## config.mk

```make
export PLATFORM = sky130hd
export DESIGN_NAME = ovs_rx_capture
export DESIGN_NICKNAME = d
export VERILOG_FILES = /design/src/rtl/ovs_rx_pkg.sv /design/src/rtl/ovs_rx_w1c.sv /design/src/rtl/ovs_rx_sampler.sv /design/src/rtl/ovs_rx_lane.sv /design/src/rtl/ovs_rx_capture.sv
export SDC_FILE = /design/constraint.sdc
export NUM_CORES = 1
export LEC_CHECK = 0
export BUFFER_PORTS_ARGS = -buffer_cell sky130_fd_sc_hd__buf_2
export CAP_MARGIN = 20
export CORE_ASPECT_RATIO = 0.9
export CORE_MARGIN = 2
export CORE_UTILIZATION = 45
export CTS_CLUSTER_SIZE = 20
export DETAILED_ROUTE_END_ITERATION = 7
export GPL_TIMING_DRIVEN = 0
export PLACE_DENSITY = 0.74
export SYNTH_ARGS = -nofsm -noshare
export SYNTH_HDL_FRONTEND = slang
export SYNTH_SLANG_ARGS = --single-unit
```

## constraint.sdc

```tcl
create_clock -name clk -period 2.1 [get_ports clk]
set_input_delay 0.42 -clock clk [delete_from_list [all_inputs] [get_ports clk]]
set_output_delay 0.42 -clock clk [all_outputs]
set_load 0.03 [all_outputs]
```

## src/rtl/ovs_rx_pkg.sv

```systemverilog
package ovs_rx_pkg;
  localparam int unsigned NUM_CH    = 3;
  localparam int unsigned SAMPLES   = 8;
  localparam int unsigned LEN_W     = 8;
  localparam int unsigned STATUS_W  = 32;
  localparam int unsigned LANES_W   = NUM_CH * SAMPLES;
  localparam int unsigned RDY_BASE  = LANES_W;
  localparam int unsigned OVR_BASE  = LANES_W + NUM_CH;
  localparam int unsigned PAD_W     = STATUS_W - OVR_BASE - NUM_CH;

  typedef struct packed {
    logic               ovr;
    logic               rdy;
    logic [SAMPLES-1:0] data;
  } lane_view_t;
endpackage

```

## src/rtl/ovs_rx_w1c.sv

```systemverilog
module ovs_rx_w1c (
  input  logic clk,
  input  logic rst_n,
  input  logic en,
  input  logic set,
  input  logic clr,
  output logic q
);
  logic q_d;

  always_comb begin
    if (!en) q_d = 1'b0;
    else     q_d = set | (q & ~clr);
  end

  always_ff @(posedge clk or negedge rst_n) begin
    if (!rst_n) q <= 1'b0;
    else        q <= q_d;
  end

  // a set event wins over a simultaneous clear
  assert_set_wins_R4: assert property (@(posedge clk) disable iff (!rst_n)
    (en && set) |=> q);
  // a lone clear drops the flag
  assert_clear_drops_R2: assert property (@(posedge clk) disable iff (!rst_n)
    (clr && !set) |=> !q);
endmodule

```

## src/rtl/ovs_rx_sampler.sv

```systemverilog
module ovs_rx_sampler #(
  parameter int unsigned OVS   = 8,
  parameter int unsigned CNT_W = 8
) (
  input  logic             clk,
  input  logic             rst_n,
  input  logic             en,
  input  logic             sample_en,
  input  logic             line,
  input  logic [CNT_W-1:0] frame_len,
  output logic             byte_evt,
  output logic [OVS-1:0]   byte_data,
  output logic             frame_done
);
  localparam int unsigned SCNT_W = (OVS > 1) ? $clog2(OVS) : 1;
  localparam logic [SCNT_W-1:0] LAST_SAMPLE = SCNT_W'(OVS - 1);

  logic [OVS-1:0]    sh_q, sh_d;
  logic [SCNT_W-1:0] scnt_q, scnt_d;
  logic [CNT_W-1:0]  bcnt_q, bcnt_d;
  logic              done_q, done_d;
  logic              fdone_q, fdone_d;
  logic              take, hit;

  always_comb begin
    take      = en & sample_en & ~done_q;
    byte_data = {sh_q[OVS-2:0], line};
    byte_evt  = take & (scnt_q == LAST_SAMPLE);
    hit       = byte_evt & (frame_len != '0) & (CNT_W'(bcnt_q + 1'b1) == frame_len);
  end

  always_comb begin
    sh_d    = sh_q;
    scnt_d  = scnt_q;
    bcnt_d  = bcnt_q;
    done_d  = done_q | hit;
    fdone_d = hit;
    if (take) begin
      sh_d   = byte_data;
      scnt_d = byte_evt ? '0 : SCNT_W'(scnt_q + 1'b1);
    end
    if (byte_evt) bcnt_d = CNT_W'(bcnt_q + 1'b1);
    if (!en) begin
      sh_d    = '0;
      scnt_d  = '0;
      bcnt_d  = '0;
      done_d  = 1'b0;
      fdone_d = 1'b0;
    end
  end

  always_ff @(posedge clk or negedge rst_n) begin
    if (!rst_n) begin
      sh_q    <= '0;
      scnt_q  <= '0;
      bcnt_q  <= '0;
      done_q  <= 1'b0;
      fdone_q <= 1'b0;
    end else begin
      sh_q    <= sh_d;
      scnt_q  <= scnt_d;
      bcnt_q  <= bcnt_d;
      done_q  <= done_d;
      fdone_q <= fdone_d;
    end
  end

  assign frame_done = fdone_q;

  // the completion indication lasts one cycle
  assert_done_pulse_R6: assert property (@(posedge clk) disable iff (!rst_n)
    frame_done |=> !frame_done);
  // a finished channel no longer moves its sample counter
  assert_done_freezes_R6: assert property (@(posedge clk) disable iff (!rst_n)
    (done_q && en) |=> $stable(scnt_q));
  // without a strobe the sample position holds
  assert_strobe_gate_R1: assert property (@(posedge clk) disable iff (!rst_n)
    (!sample_en && en) |=> $stable(scnt_q));
endmodule

```

## src/rtl/ovs_rx_lane.sv

```systemverilog
module ovs_rx_lane
  import ovs_rx_pkg::*;
#(
  parameter int unsigned OVS   = 8,
  parameter int unsigned CNT_W = 8
) (
  input  logic             clk,
  input  logic             rst_n,
  input  logic             en,
  input  logic             sample_en,
  input  logic             line,
  input  logic [CNT_W-1:0] frame_len,
  input  logic             clr_rdy,
  input  logic             clr_ovr,
  output logic [OVS-1:0]   data,
  output logic             rdy,
  output logic             ovr,
  output logic             frame_done
);
  logic           byte_evt;
  logic [OVS-1:0] byte_data;
  logic [OVS-1:0] data_d;
  logic           ovr_set;

  ovs_rx_sampler #(.OVS(OVS), .CNT_W(CNT_W)) u_sampler (
    .clk        (clk),
    .rst_n      (rst_n),
    .en         (en),
    .sample_en  (sample_en),
    .line       (line),
    .frame_len  (frame_len),
    .byte_evt   (byte_evt),
    .byte_data  (byte_data),
    .frame_done (frame_done)
  );

  always_comb begin
    ovr_set = byte_evt & rdy & ~clr_rdy;
    if (!en)           data_d = '0;
    else if (byte_evt) data_d = byte_data;
    else               data_d = data;
  end

  always_ff @(posedge clk or negedge rst_n) begin
    if (!rst_n) data <= '0;
    else        data <= data_d;
  end

  ovs_rx_w1c u_rdy (
    .clk (clk), .rst_n (rst_n), .en (en),
    .set (byte_evt), .clr (clr_rdy), .q (rdy)
  );

  ovs_rx_w1c u_ovr (
    .clk (clk), .rst_n (rst_n), .en (en),
    .set (ovr_set), .clr (clr_ovr), .q (ovr)
  );

  // a disabled channel shows no byte and no flags
  assert_disable_wipes_R5: assert property (@(posedge clk) disable iff (!rst_n)
    !en |=> (data == '0 && !rdy && !ovr));
  // an overrun only appears with the ready flag standing
  assert_ovr_with_rdy_R3: assert property (@(posedge clk) disable iff (!rst_n)
    $rose(ovr) |-> rdy);
endmodule

```

## src/rtl/ovs_rx_capture.sv

```systemverilog
module ovs_rx_capture
  import ovs_rx_pkg::*;
#(
  parameter int unsigned CNT_W = LEN_W
) (
  input  logic                      clk,
  input  logic                      rst_n,
  input  logic [NUM_CH-1:0]         rx_line_i,
  input  logic                      sample_en_i,
  input  logic [NUM_CH-1:0]         rx_enable_i,
  input  logic [NUM_CH*CNT_W-1:0]   frame_len_i,
  input  logic [NUM_CH-1:0]         clr_valid_i,
  input  logic [NUM_CH-1:0]         clr_ovf_i,
  input  logic                      tx_active_i,
  input  logic [LANES_W-1:0]        tx_lane_i,
  output logic [STATUS_W-1:0]       status_o,
  output logic [NUM_CH-1:0]         frame_done_o
);
  lane_view_t [NUM_CH-1:0] view;
  logic [LANES_W-1:0]      rx_lanes;
  logic [NUM_CH-1:0]       rdy_vec, ovr_vec;

  for (genvar c = 0; c < NUM_CH; c++) begin : g_ch
    ovs_rx_lane #(.OVS(SAMPLES), .CNT_W(CNT_W)) u_lane (
      .clk        (clk),
      .rst_n      (rst_n),
      .en         (rx_enable_i[c]),
      .sample_en  (sample_en_i),
      .line       (rx_line_i[c]),
      .frame_len  (frame_len_i[c*CNT_W +: CNT_W]),
      .clr_rdy    (clr_valid_i[c]),
      .clr_ovr    (clr_ovf_i[c]),
      .data       (view[c].data),
      .rdy        (view[c].rdy),
      .ovr        (view[c].ovr),
      .frame_done (frame_done_o[c])
    );
    assign rx_lanes[c*SAMPLES +: SAMPLES] = view[c].data;
    assign rdy_vec[c] = view[c].rdy;
    assign ovr_vec[c] = view[c].ovr;
  end

  always_comb begin
    status_o = {{PAD_W{1'b0}}, ovr_vec, rdy_vec,
                (tx_active_i ? tx_lane_i : rx_lanes)};
  end

  // nothing is reported out of reset
  assert_reset_quiet_R8: assert property (@(posedge clk)
    !rst_n |=> (status_o[OVR_BASE+NUM_CH-1:RDY_BASE] == '0 && frame_done_o == '0));
endmodule

```

==> results.md, run 1 <==
- The flow ran to the end, and the final reports show no timing, DRC or antenna violations.
- The maximum ir drop on the vdd rail is around 0.46 mV.
- The first global-routing pass estimated about 18000 um of wire.
- The slowest stage of the critical path is the dfrtp_1 cell.
- The worst setup path is launched from a register.
- The detail route stage leaves a number of antenna-violating nets equal to 0.
- The min-delay analysis places its worst path in the category in -> async.
- From left edge to right edge, the die measures between 100 and 150 um.
- The type of destination of the critical path is a register.
- In the synthesized netlist, the number of instances is between 500 and 600.
- Clock skew on the completed layout was measured at roughly 10 ps.
- The via count of the first global-routing pass was approximately 4000.
- The clock edge transition at the registers on the reported setup and hold paths is 80 ps.
- The worst-path maximum fanout is 10.
- The clock tree root buffer cell is clkbuf_16.
- Dividing the synthesized area by the synthesized cell count gives 9.32 sq um.
- By instance count, the cell type seen most on the critical path is ha_1.
- The largest net degree at the start of global routing is 58.
- Total power for the finished layout comes to around 3.8 mW.
- The total core area is approximately 11000 sq um.
- The clock tree from TritonCTS is built.
- The number of antenna diodes in the final layout is 0.
- In the synthesized netlist, the cells that appear most often are 119 x nand2_1, 90 x dfrtp_1, 33 x a21boi_0.
- The number of failing hold endpoints at the final stage is 0.
- Prior to clock tree synthesis, the placed netlist has a worst setup slack of -305 ps.
- The number of rows in the core area is 36.
- The power per cell area is approximately 630 nW/um^2.
- For the worst-skew pair, the clock arrives at the later sink with an insertion delay of 350 ps.
- The vertical extent of the die is 104 um.
- After detailed routing, the number of remaining DRC violations is 0.
- The final layout net count is 717.
- In this run the tool buffered the top-level ports with 95 buffer cells.
- The detailed placement HPWL is 7940 um.
- The cell leakage power is about 2.8 nW.
- The worst path setup slack after routing is ~170 ps.
- The final worst-path cycle share is approximately nine tenths.
- The number of max-slew violations in the final report is 0.
- By area the synthesized netlist is led by dfrtp_1 45%, nand2_1 8.9%, mux2_2 5.4%, a21boi_0 5.0%, xnor2_1 4.6%.
- The fraction of final layout cells with drive strength greater than 1 is 24.5%.
- The largest single stage delay on the critical path is between 300 and 400 ps.
- In this run the cell area of the synthesized design comes to 4990 sq um.
- Of all flip-flops after synthesis, the portion carrying an async set or reset was 100%.
- Adding up every negative setup slack in the final design gives 0 ps.
- Setup repair after global routing left no endpoint under its margin.
- The cell accounting for the most synthesized area is dfrtp_1.
- In this run, the number of DRC markers left after iteration 0 of detailed routing was 108.
- The post-CTS setup buffer count is 0.
- The number of different library cells used by synthesis comes to between 40 and 50.
- Pin placement for this block handled 99 I/O pins.
- The TritonCTS sink count is 90.
- Static timing analysis puts the maximum clock frequency at 519 MHz.
- For this run, the number of Yosys warnings is 0.
- The via total after detailed routing is 4097.
- The filler cells instantiated in the layout total ~950.
- The initial antenna violation count is 0.
- The initial standard-cell utilization of the core is a little under half.
- Data arrives at the worst endpoint at 2170 ps.
- Wires add up to 10700 um.
- The global router's overall resource usage is about a fifth.
- The cell with the most instances after synthesis is nand2_1.
- The via density per instance is about 5.2.
- STA puts the critical path data required time at between 2000 and 2500 ps.
- The fraction of synthesized cell area taken by the top area cell type is between 40% and 50%.
- The maximum count of clock buffers along a single path is 2.
- The final estimated routing congestion in global placement is about 0.86.
- The number of storage elements in the synthesis netlist is 90.
- Setup violations remaining at the end of the flow were counted as 0.
- The average wire per standard cell is 13.7 um.
- Traced cell by cell, the critical path runs through ha_1 > ha_1 > and3b_1 > buf_2 > clkbuf_1 > nand2_1 > a21boi_0.
- Summed over all layers, the global routing overflow is 0.
- For this design, the CTS-stage hold fixing added 0 buffers.
- The dominant synthesized flop cell is dfrtp_1.
- The placed cell count is between 700 and 800.
- In this run, CTS created clock tree buffers numbering 9.
- The worst setup path is of the reg -> reg kind.
- The clock tree synthesis step divided the H-tree into 3 levels.
- The utilization after layout is 55.4%.
- The floorplan step defined a die boundary enclosing roughly 12000 sq um.
- Yosys mapped a number of flops with a built-in enable equal to 0.
- The layout overhead on the synthesized area is 19.8%.
- The count of TritonRoute iterations in the first routing pass is 4.
- After the flow finishes, the layout carries non-filler instances totaling ~780.
- The clock period minus worst slack is just under 2000 ps.
- Of the synthesized area, sequential elements account for 45.1%.
- Across the run, the number of max-cap violations was 0.
==> kinds of logic (layout without fill, tap and decap cells) <==
| family | count (synthesis) | after routing | synth area share, % |
|---|---|---|---|
| mux | 27 | 27 | 6.01 |
| other cells | 1 | 2 | 0.0751 |
| flops | 90 | 90 | 45.1 |
| simple gates | 229 | 229 | 22.3 |
| compound gates | 86 | 86 | 11.5 |
| fa+ha+maj | 9 | 9 | 2.25 |
| buf+inv | 48 | 160 | 4.61 |
| xor+xnor | 46 | 46 | 8.07 |
==> metal layers <==
layer	global-route usage, %	part of all wire [%]	vias up
met5	0	0	-
met4	5.34	1.3	0
met3	3.21	3.7	14
met2	31.9	49	90
met1	24.9	46	1968
li1	-	-	2025
==> final cells by class <==
class,instances,area [sq um],share of cell area (%)
Inverter,7,26.3,0.439
Multi-Input combinational cell,399,2520,42.1
Clock buffer,9,225,3.76
Timing Repair Buffer,96,505,8.44
Tap cell,133,166,2.78
Buffer,41,213,3.55
Sequential cell,90,2250,37.6
Clock inverter,7,78.8,1.32
==> flip-flops by register name, summed over array words and instances, names as in the netlist <==
| name | flops |
|---|---|
| g_ch.u_lane.data | 24 |
| g_ch.u_lane.u_sampler.bcnt_q | 24 |
| g_ch.u_lane.u_sampler.sh_q | 21 |
| g_ch.u_lane.u_sampler.scnt_q | 9 |
| g_ch.u_lane.u_ovr.q | 3 |
| g_ch.u_lane.u_rdy.q | 3 |
| g_ch.u_lane.u_sampler.done_q | 3 |
| g_ch.u_lane.u_sampler.frame_done | 3 |
==> through the flow <==
| step | instance area, sq um | hold slack [ps] |
|---|---|---|
| after global routing | 5990 | 43.1 |
| final | 5990 | 10.3 |
| after CTS | 5980 | 28.3 |
| after detailed placement | 5670 | 401 |
| after global placement | 5640 | 477 |
| after floorplan | 5000 | 124 |
==> report_power, final <==
part | internal, mW | switching [mW] | total [mW]
sequential | 1.76 | 0.0187 | 1.77
clock | 0.850 | 0.764 | 1.61
combinational | 0.152 | 0.226 | 0.378
total | 2.76 | 1.01 | 3.77
==> worst max-delay path: cells and delay by family, from the launching register on <==
kind / cells / cell delay (ps)
fa+ha+maj: 2 / 380
compound gates: 1 / 220
flops: 1 / 380
simple gates: 2 / 310
buf+inv: 2 / 540
==> final timing paths <==
path | cells after the start | slack (ps) | to | start
max in group asynchronous | 2 | 1450 | g_ch[0].u_lane.u_sampler.bcnt_q[2] | rst_n
worst max register to register | 7 | 170 | g_ch[1].u_lane.u_sampler.bcnt_q[1] | g_ch[1].u_lane.u_sampler.scnt_q[0]
worst min-delay path | 1 | 10 | g_ch[2].u_lane.data[1] | rst_n
min in group clk | 3 | 300 | g_ch[2].u_lane.u_sampler.sh_q[0] | rx_line_i[2]
worst min register to register | 2 | 500 | g_ch[0].u_lane.u_sampler.sh_q[1] | g_ch[0].u_lane.u_sampler.sh_q[0]
worst max-delay path | 7 | 170 | g_ch[1].u_lane.u_sampler.bcnt_q[1] | g_ch[1].u_lane.u_sampler.scnt_q[0]
==> layout by cell type, fill, tap and decap left out, types with 6 or more instances in the layout <==
cell       synthesis  layout
xnor2_1           26      26
nor2_1             8       8
o21ai_0           29      29
xor2_1            20      20
nand3_1           19      19
nor4_1             6       6
mux2_2            24      24
buf_2              2      96
buf_4             11      12
clkbuf_16          0       9
ha_1               9       8
dfrtp_1           90      90
a21boi_0          33      33
nand4_1            9       9
nor2b_1           10      10
nor3_1             9       9
and2_1            26      26
inv_1              7       7
clkbuf_1          26      21
nand2_1          119     119
==> what timing repair did <==
action / 4_1_cts / 5_1_grt
hold endpoints to repair: 0 / 0
gates resized for setup: 3 / 7
endpoints found under the setup margin: 20 / 17
Power figures use the tool's default switching activity.
==> inputs of run 2 (changes only) <==
--- a/config.mk
+++ b/config.mk
@@ -13,6 +13,7 @@
 export CTS_CLUSTER_SIZE = 20
 export DETAILED_ROUTE_END_ITERATION = 7
 export GPL_TIMING_DRIVEN = 0
+export HOLD_SLACK_MARGIN = 0.08
 export PLACE_DENSITY = 0.74
 export SYNTH_ARGS = -nofsm -noshare
 export SYNTH_HDL_FRONTEND = slang
==> results.md, run 2 (same netlist as run 1, synthesis figures left out) <==
- The count of filler cells inserted in the layout came to 949 (-0.42%).
- The tightest min-delay check is of the in -> reg type.
- The number of rows in the core area is 36 (unchanged).
- The via total after detailed routing was 4114 (+0.41%).
- The TritonCTS sink count is 90 (unchanged).
- The highest metal layer with signal wires is met4.
- The worst-path maximum fanout is 10 (unchanged).
- The final estimated routing congestion in global placement is 0.861 (unchanged).
- The worst path setup slack after routing is 167 ps (-4.76 ps).
- The initial standard-cell utilization of the core is 46.2% (unchanged).
- The number of max-slew violations in the final report is 0 (unchanged).
- The design internal power came to 2.76 mW (about the same).
- The aggregate global routing overflow is 0 (unchanged).
- The critical path data arrival time is 2170 ps (about the same).
- The vertical extent of the die is 104 um (unchanged).
- The post-CTS setup buffer count is 0 (unchanged).
- The highest clock frequency the design can meet is 517 MHz (-0.25%).
- The final setup violation count came to 0 (unchanged).
- The detailed placement HPWL is 7940 um (unchanged).
- The maximum count of clock buffers along a single path is 2 (unchanged).
- The area growth from synthesis to layout is 20.0%.
- The net switching power of the design was 1.01 mW (+0.17%).
- The global router's overall resource usage is 18.9% (about the same).
- The required time of the critical path is 2340 ps (about the same).
- The wire length on met1 is 4970 um (+0.40%).
- The largest net degree at the start of global routing is 58 (unchanged).
- The count of antenna-violating nets left after detailed routing is 0 (unchanged).
- The final total power is 3.77 mW (about the same).
- The run finished with clean final reports.
- The clock latency at the later pin of the worst-skew pair is 350 ps (about the same).
- The via density per instance is 5.25 (+0.29%).
- The I/O pin count is 99 (unchanged).
- The startpoint of the most critical register-to-register path is g_ch[1].u_lane.u_sampler.scnt_q[0].
- The cell leakage power is 2.81 nW (+0.15%).
- The total clock buffers created by CTS is 9 (unchanged).
- The library cell used most frequently in the layout, excluding fill and tap cells, is nand2_1.
- The maximum ir drop on the vdd rail is 0.465 mV (about the same).
- The number of inserted diodes was 0 (unchanged).
- The root buffer cell chosen for the clock tree is clkbuf_16.
- The total die area was 12000 sq um (unchanged).
- In the final layout, the registers with the most flip-flops are g_ch.u_lane.data x24, g_ch.u_lane.u_sampler.bcnt_q x24, g_ch.u_lane.u_sampler.sh_q x21.
- The part of the power in the clock network came to 42.9% (about the same).
- The wire length on met2 is 5220 um (-0.27%).
- The initial antenna violation count is 0 (unchanged).
- The number of maximum-capacitance violations is 0 (unchanged).
- The overall die width is 115 um (unchanged).
- The power per cell area is 629 nW/um^2 (about the same).
- The fraction of final layout cells with drive strength greater than 1 was 24.5% (-0.038 points).
- The count of TritonRoute iterations in the first routing pass is 4 (unchanged).
- The first-pass GRT wire length is 18500 um (about the same).
- The final layout net count came to 718 (+0.14%).
- The via count of the first global-routing pass came to 4048 (+0.049%).
- The critical path is of the reg -> reg type.
- The average wire per standard cell came to 13.8 um (+0.24%).
- The starting DRC count in detailed routing came to 101 (-6.5%).
- The number of failing hold endpoints at the final stage is 0 (unchanged).
- The length of routed met3 wiring came to 430 um (+8.3%).
- The total negative slack is 0 ps (unchanged).
- The number of standard cells in the final layout excluding fillers is 783 (+0.13%).
- The most critical setup path has its startpoint at g_ch[1].u_lane.u_sampler.scnt_q[0].
- The total routed wirelength is 10800 um (+0.36%).
- The clock tree from TritonCTS is built.
- The clock period minus worst slack was 1930 ps (+4.76 ps).
- The library cells used most frequently in the layout, excluding fill and tap cells, are 119 x nand2_1, 96 x buf_2, 90 x dfrtp_1, 33 x a21boi_0, 29 x o21ai_0.
- The combinational share of power is 10.1% (about the same).
- The clock edge transition at the registers on the reported setup and hold paths is 80 ps (about the same).
- Setup repair after global routing left no endpoint under its margin.
- The detailed-route DRC error count is 0 (unchanged).
- The final setup skew is 10.5 ps (+0.471 ps).
- The startpoint of the tightest hold check path is rx_line_i[2].
- The relative contribution of sequential cells to total power is 47.1% (about the same).
- The final worst-path cycle share is 92.0% (+0.23 points).
- The placed cell count is 766 (unchanged).
- The number of port buffers came to 95 (unchanged).
- The switching share of power is 26.8% (about the same).
- The type of element launching the critical path is a register.
- The total core area is 10800 sq um (unchanged).
- The setup slack at placement is -305 ps (unchanged).
- The H-tree depth reported by CTS was 3 (unchanged).
- The type of destination of the critical path is a register.
## run 2: changes by cell type in the layout (fill, tap and decap cells not counted)
cell / change
dlygate4sd3_1: +1
## run 2: path summary, 6_finish.rpt
path / end / slack (ps) / cells past startpoint
max: g_ch[1].u_lane.u_sampler.bcnt_q[1] / 170 / 7
min: g_ch[2].u_lane.u_sampler.sh_q[0] / 300 / 3
max reg2reg: g_ch[1].u_lane.u_sampler.bcnt_q[1] / 170 / 7
min reg2reg: g_ch[0].u_lane.u_sampler.sh_q[1] / 500 / 2
max in group asynchronous: g_ch[0].u_lane.u_sampler.bcnt_q[2] / 910 / 3
min in group asynchronous: g_ch[2].u_lane.data[1] / 550 / 2
## run 2: power groups by stage
stage	clock, mW	sequential (mW)	combinational (mW)
3_3_place_gp	0	1.81	0.364
3_5_place_dp	0	1.81	0.381
5_1_grt	1.73	1.78	0.424
4_1_cts	1.65	1.77	0.385
2_1_floorplan	0	1.80	0.212
6_report	1.62	1.77	0.380
## run 2: through the flow
| step | hold WS [ps] | cell area, sq um | utilization, % |
|---|---|---|---|
| finish | 296 | 6000 | 55.5 |
| global route | 301 | 6000 | 55.5 |
| CTS | 292 | 5990 | 55.4 |
| detailed placement | 401 | 5670 | 52.5 |
| global placement | 477 | 5640 | 52.2 |
| floorplan | 124 | 5000 | - |
## run 2: layout make-up
class | count | area, sq um | area share [%]
repair buffers | 97 | 515 | 8.60
inverters | 7 | 26.3 | 0.438
multi-input cells | 399 | 2520 | 42.0
plain buffers | 41 | 213 | 3.55
clock buffers | 9 | 225 | 3.76
flip-flops and latches | 90 | 2250 | 37.6
well taps | 133 | 166 | 2.78
clock inverters | 7 | 78.8 | 1.31
## run 2: routing by layer
| layer | vias up | track usage [%] |
|---|---|---|
| met4 | 0 | 5.34 |
| met3 | 14 | 3.21 |
| li1 | 2027 | - |
| met5 | - | 0 |
| met2 | 101 | 31.9 |
| met1 | 1972 | 24.9 |
## run 2: repair_timing
item / 4_1_cts / 5_1_grt
endpoints found under the hold margin: 33 / 0
resized for setup: 3 / 7
setup endpoints to repair: 20 / 17
hold buffers: 1 / 0
## run 2: worst max-delay path, cell delays in order, from the launching register on
cell      delay [ps]
dfrtp_1          380
ha_1             160
ha_1             220
and3b_1          180
buf_2            160
clkbuf_1         380
nand2_1          130
a21boi_0         220
==> inputs of run 3 (changes only) <==
--- a/config.mk
+++ b/config.mk
@@ -12,7 +12,7 @@
 export CORE_UTILIZATION = 45
 export CTS_CLUSTER_SIZE = 20
 export DETAILED_ROUTE_END_ITERATION = 7
-export GPL_TIMING_DRIVEN = 0
+export GPL_TIMING_DRIVEN = 1
 export HOLD_SLACK_MARGIN = 0.08
 export PLACE_DENSITY = 0.74
 export SYNTH_ARGS = -nofsm -noshare
==> results.md, run 3 (same netlist as run 1, synthesis figures left out) <==
- In the layout the commonest cells are 119 x nand2_1, 95 x buf_2, 90 x dfrtp_1, 33 x a21boi_0, 29 x o21ai_0.
- The slew at the pin closest to its max-slew limit is 570 ps.
- The detailed-route DRC error count is 0 (unchanged).
- The largest net degree at the start of global routing is 43 (-26%).
- The average wire per standard cell is 14.3 um (+3.9%).
- The endpoint of the most critical register-to-register path is g_ch[1].u_lane.u_sampler.frame_done.
- The flow ran to the end, and the final reports show no timing, DRC or antenna violations.
- The total routed wirelength is 10800 um (+0.45%).
- The final setup violation count is 0 (unchanged).
- In this run the critical register-to-register path is launched from g_ch[1].u_lane.u_sampler.bcnt_q[2].
- The final estimated routing congestion in global placement is 0.810 (-5.9%).
- The type of the worst min-delay path is in -> async.
- The highest clock frequency the design can meet is 532 MHz (+2.8%).
- The number of cells upsized or downsized after cts is 0 (-3).
- The power per cell area is 637 nW/um^2 (+1.2%).
- The clock period minus worst slack is 1880 ps (-53.2 ps).
- The global router's overall resource usage came to 18.8% (-0.064 points).
- The vertical extent of the die is 104 um (unchanged).
- The cell leakage power is 2.75 nW (-2.1%).
- The initial standard-cell utilization of the core is 46.2% (unchanged).
- The number of failing hold endpoints at the final stage is 0 (unchanged).
- The total clock buffers created by CTS is 9 (unchanged).
- The layout overhead on the synthesized area is 17.9%.
- The clock tree from TritonCTS is built.
- The overall die width is 115 um (unchanged).
- The via density per instance came to 5.25 (about the same).
- The final setup skew was 9.73 ps (-0.761 ps).
- Setup repair after global routing left no endpoint under its margin.
- The post-cts hold buffer count is 0 (-1).
- The depth of the worst register-to-register path is 5 (-2).
- The number of max-slew violations in the final report is 0 (unchanged).
- The I/O pin count came to 99 (unchanged).
- The commonest non-fill, non-tap cell in the layout is nand2_1.
- The fraction of final layout cells with drive strength greater than 1 is 24.8% (+0.38 points).
- The worst max-slew margin expressed relative to the limit is 62.0%.
- The critical path data arrival time is 2110 ps (-60 ps).
- The clock edge transition at the registers on the reported setup and hold paths was 80 ps (about the same).
- The number of port buffers was 96 (+1.1%).
- The detailed placement HPWL came to 7770 um (-2.2%).
- The worst-path maximum fanout is 7 (-3).
- The first-pass GRT wire length is 18400 um (-0.56%).
- The maximum count of clock buffers along a single path is 2 (unchanged).
- The clock latency at the later pin of the worst-skew pair came to 340 ps (about the same).
- The total core area is 10800 sq um (unchanged).
- The count of antenna-violating nets left after detailed routing came to 0 (unchanged).
- The type of destination of the critical path is a register.
- The category of the most critical setup path is reg -> reg.
- The final-layout worst hold slack is 68.9 ps (-227 ps).
- The number of inserted diodes is 0 (unchanged).
- The via count of the first global-routing pass was 3995 (-1.3%).
- The initial antenna violation count came to 0 (unchanged).
- The maximum ir drop on the vdd rail is 0.366 mV (-21%).
- The setup slack at placement is 283 ps (+589 ps).
- The aggregate global routing overflow is 0 (unchanged).
- The starting DRC count in detailed routing is 127 (+26%).
- The count of TritonRoute iterations in the first routing pass is 4 (unchanged).
- The number of rows in the core area is 36 (unchanged).
- The final layout net count came to 692 (-3.6%).
- The worst path setup slack after routing was 220 ps (+53.2 ps).
- The required time of the critical path is 2330 ps (about the same).
- The H-tree depth reported by CTS came to 3 (unchanged).
- The total die area is 12000 sq um (unchanged).
- In this run the clock root is driven by a clkbuf_16.
- The total negative slack is 0 ps (unchanged).
- The via total after detailed routing is 3974 (-3.4%).
- The post-CTS setup buffer count is 0 (unchanged).
- The internal reg-to-reg setup slack is 220 ps (+50 ps).
- In this run the worst setup path begins at g_ch[1].u_lane.u_sampler.bcnt_q[2].
- The TritonCTS sink count came to 90 (unchanged).
- The largest registers in the layout are g_ch.u_lane.data x24, g_ch.u_lane.u_sampler.bcnt_q x24, g_ch.u_lane.u_sampler.sh_q x21.
- The number of maximum-capacitance violations is 0 (unchanged).
- The final worst-path cycle share was 89.5% (-2.5 points).
- The type of element launching the critical path is a register.
-- run 3: cell types whose count changed in the layout (fill, tap and decap cells not counted), moves of 2 or more --
cell,change
clkbuf_1,-21
clkbuf_2,-5
buf_4,+3
buf_12,+2
inv_8,-2
-- run 3: per-stage QoR --
step / util, % / area (sq um) / power, mW / instances
2_1_floorplan: - / 5000 / 2.01 / 537
3_3_place_gp: 51.7 / 5590 / 2.18 / 741
3_5_place_dp: 51.7 / 5590 / 2.19 / 741
4_1_cts: 54.5 / 5890 / 3.79 / 757
5_1_grt: 54.5 / 5890 / 3.91 / 757
6_report: 54.5 / 5890 / 3.75 / 757
-- run 3: worst max-delay path by stage --
stage / endpoint / slack (ps) / cells past startpoint
6_report: g_ch[1].u_lane.u_sampler.frame_done / 220 / 5
5_1_grt: g_ch[0].u_lane.u_sampler.frame_done / 110 / 6
3_3_place_gp: status_o[15] / 320 / 4
2_1_floorplan: status_o[10] / 250 / 3
4_1_cts: g_ch[0].u_lane.u_sampler.frame_done / 260 / 6
3_5_place_dp: g_ch[0].u_lane.u_sampler.frame_done / 280 / 6
-- run 3: power breakdown --
part / switching (mW) / total, mW / leakage [nW] / internal (mW)
clock network: 0.755 / 1.59 / 0.143 / 0.838
logic: 0.226 / 0.381 / 1.35 / 0.155
registers: 0.0179 / 1.77 / 1.25 / 1.76
total: 0.999 / 3.75 / 2.75 / 2.75
-- run 3: layout make-up --
type	count	area, sq um
fill	991	4920
multi-input combinational	399	2520
sequential	90	2250
timing repair buffer	112	628
clock buffer	9	225
tap	133	166
clock inverter	7	72.6
inverter	7	26.3
-- run 3: worst max-delay path: stages (launching register included) --
cell	delay [ps]
dfrtp_1	470
and3_4	250
nand3_4	100
or3_1	410
a211o_1	330
nor3_1	220
-- run 3: per-layer routing --
metal / up-vias / GRT usage, % / part of all wire [%]
li1: 1982 / - / -
met4: 0 / 5.34 / 1.1
met2: 97 / 31.8 / 50
met3: 8 / 3.26 / 4.2
met1: 1887 / 24.8 / 45
met5: - / 0 / 0
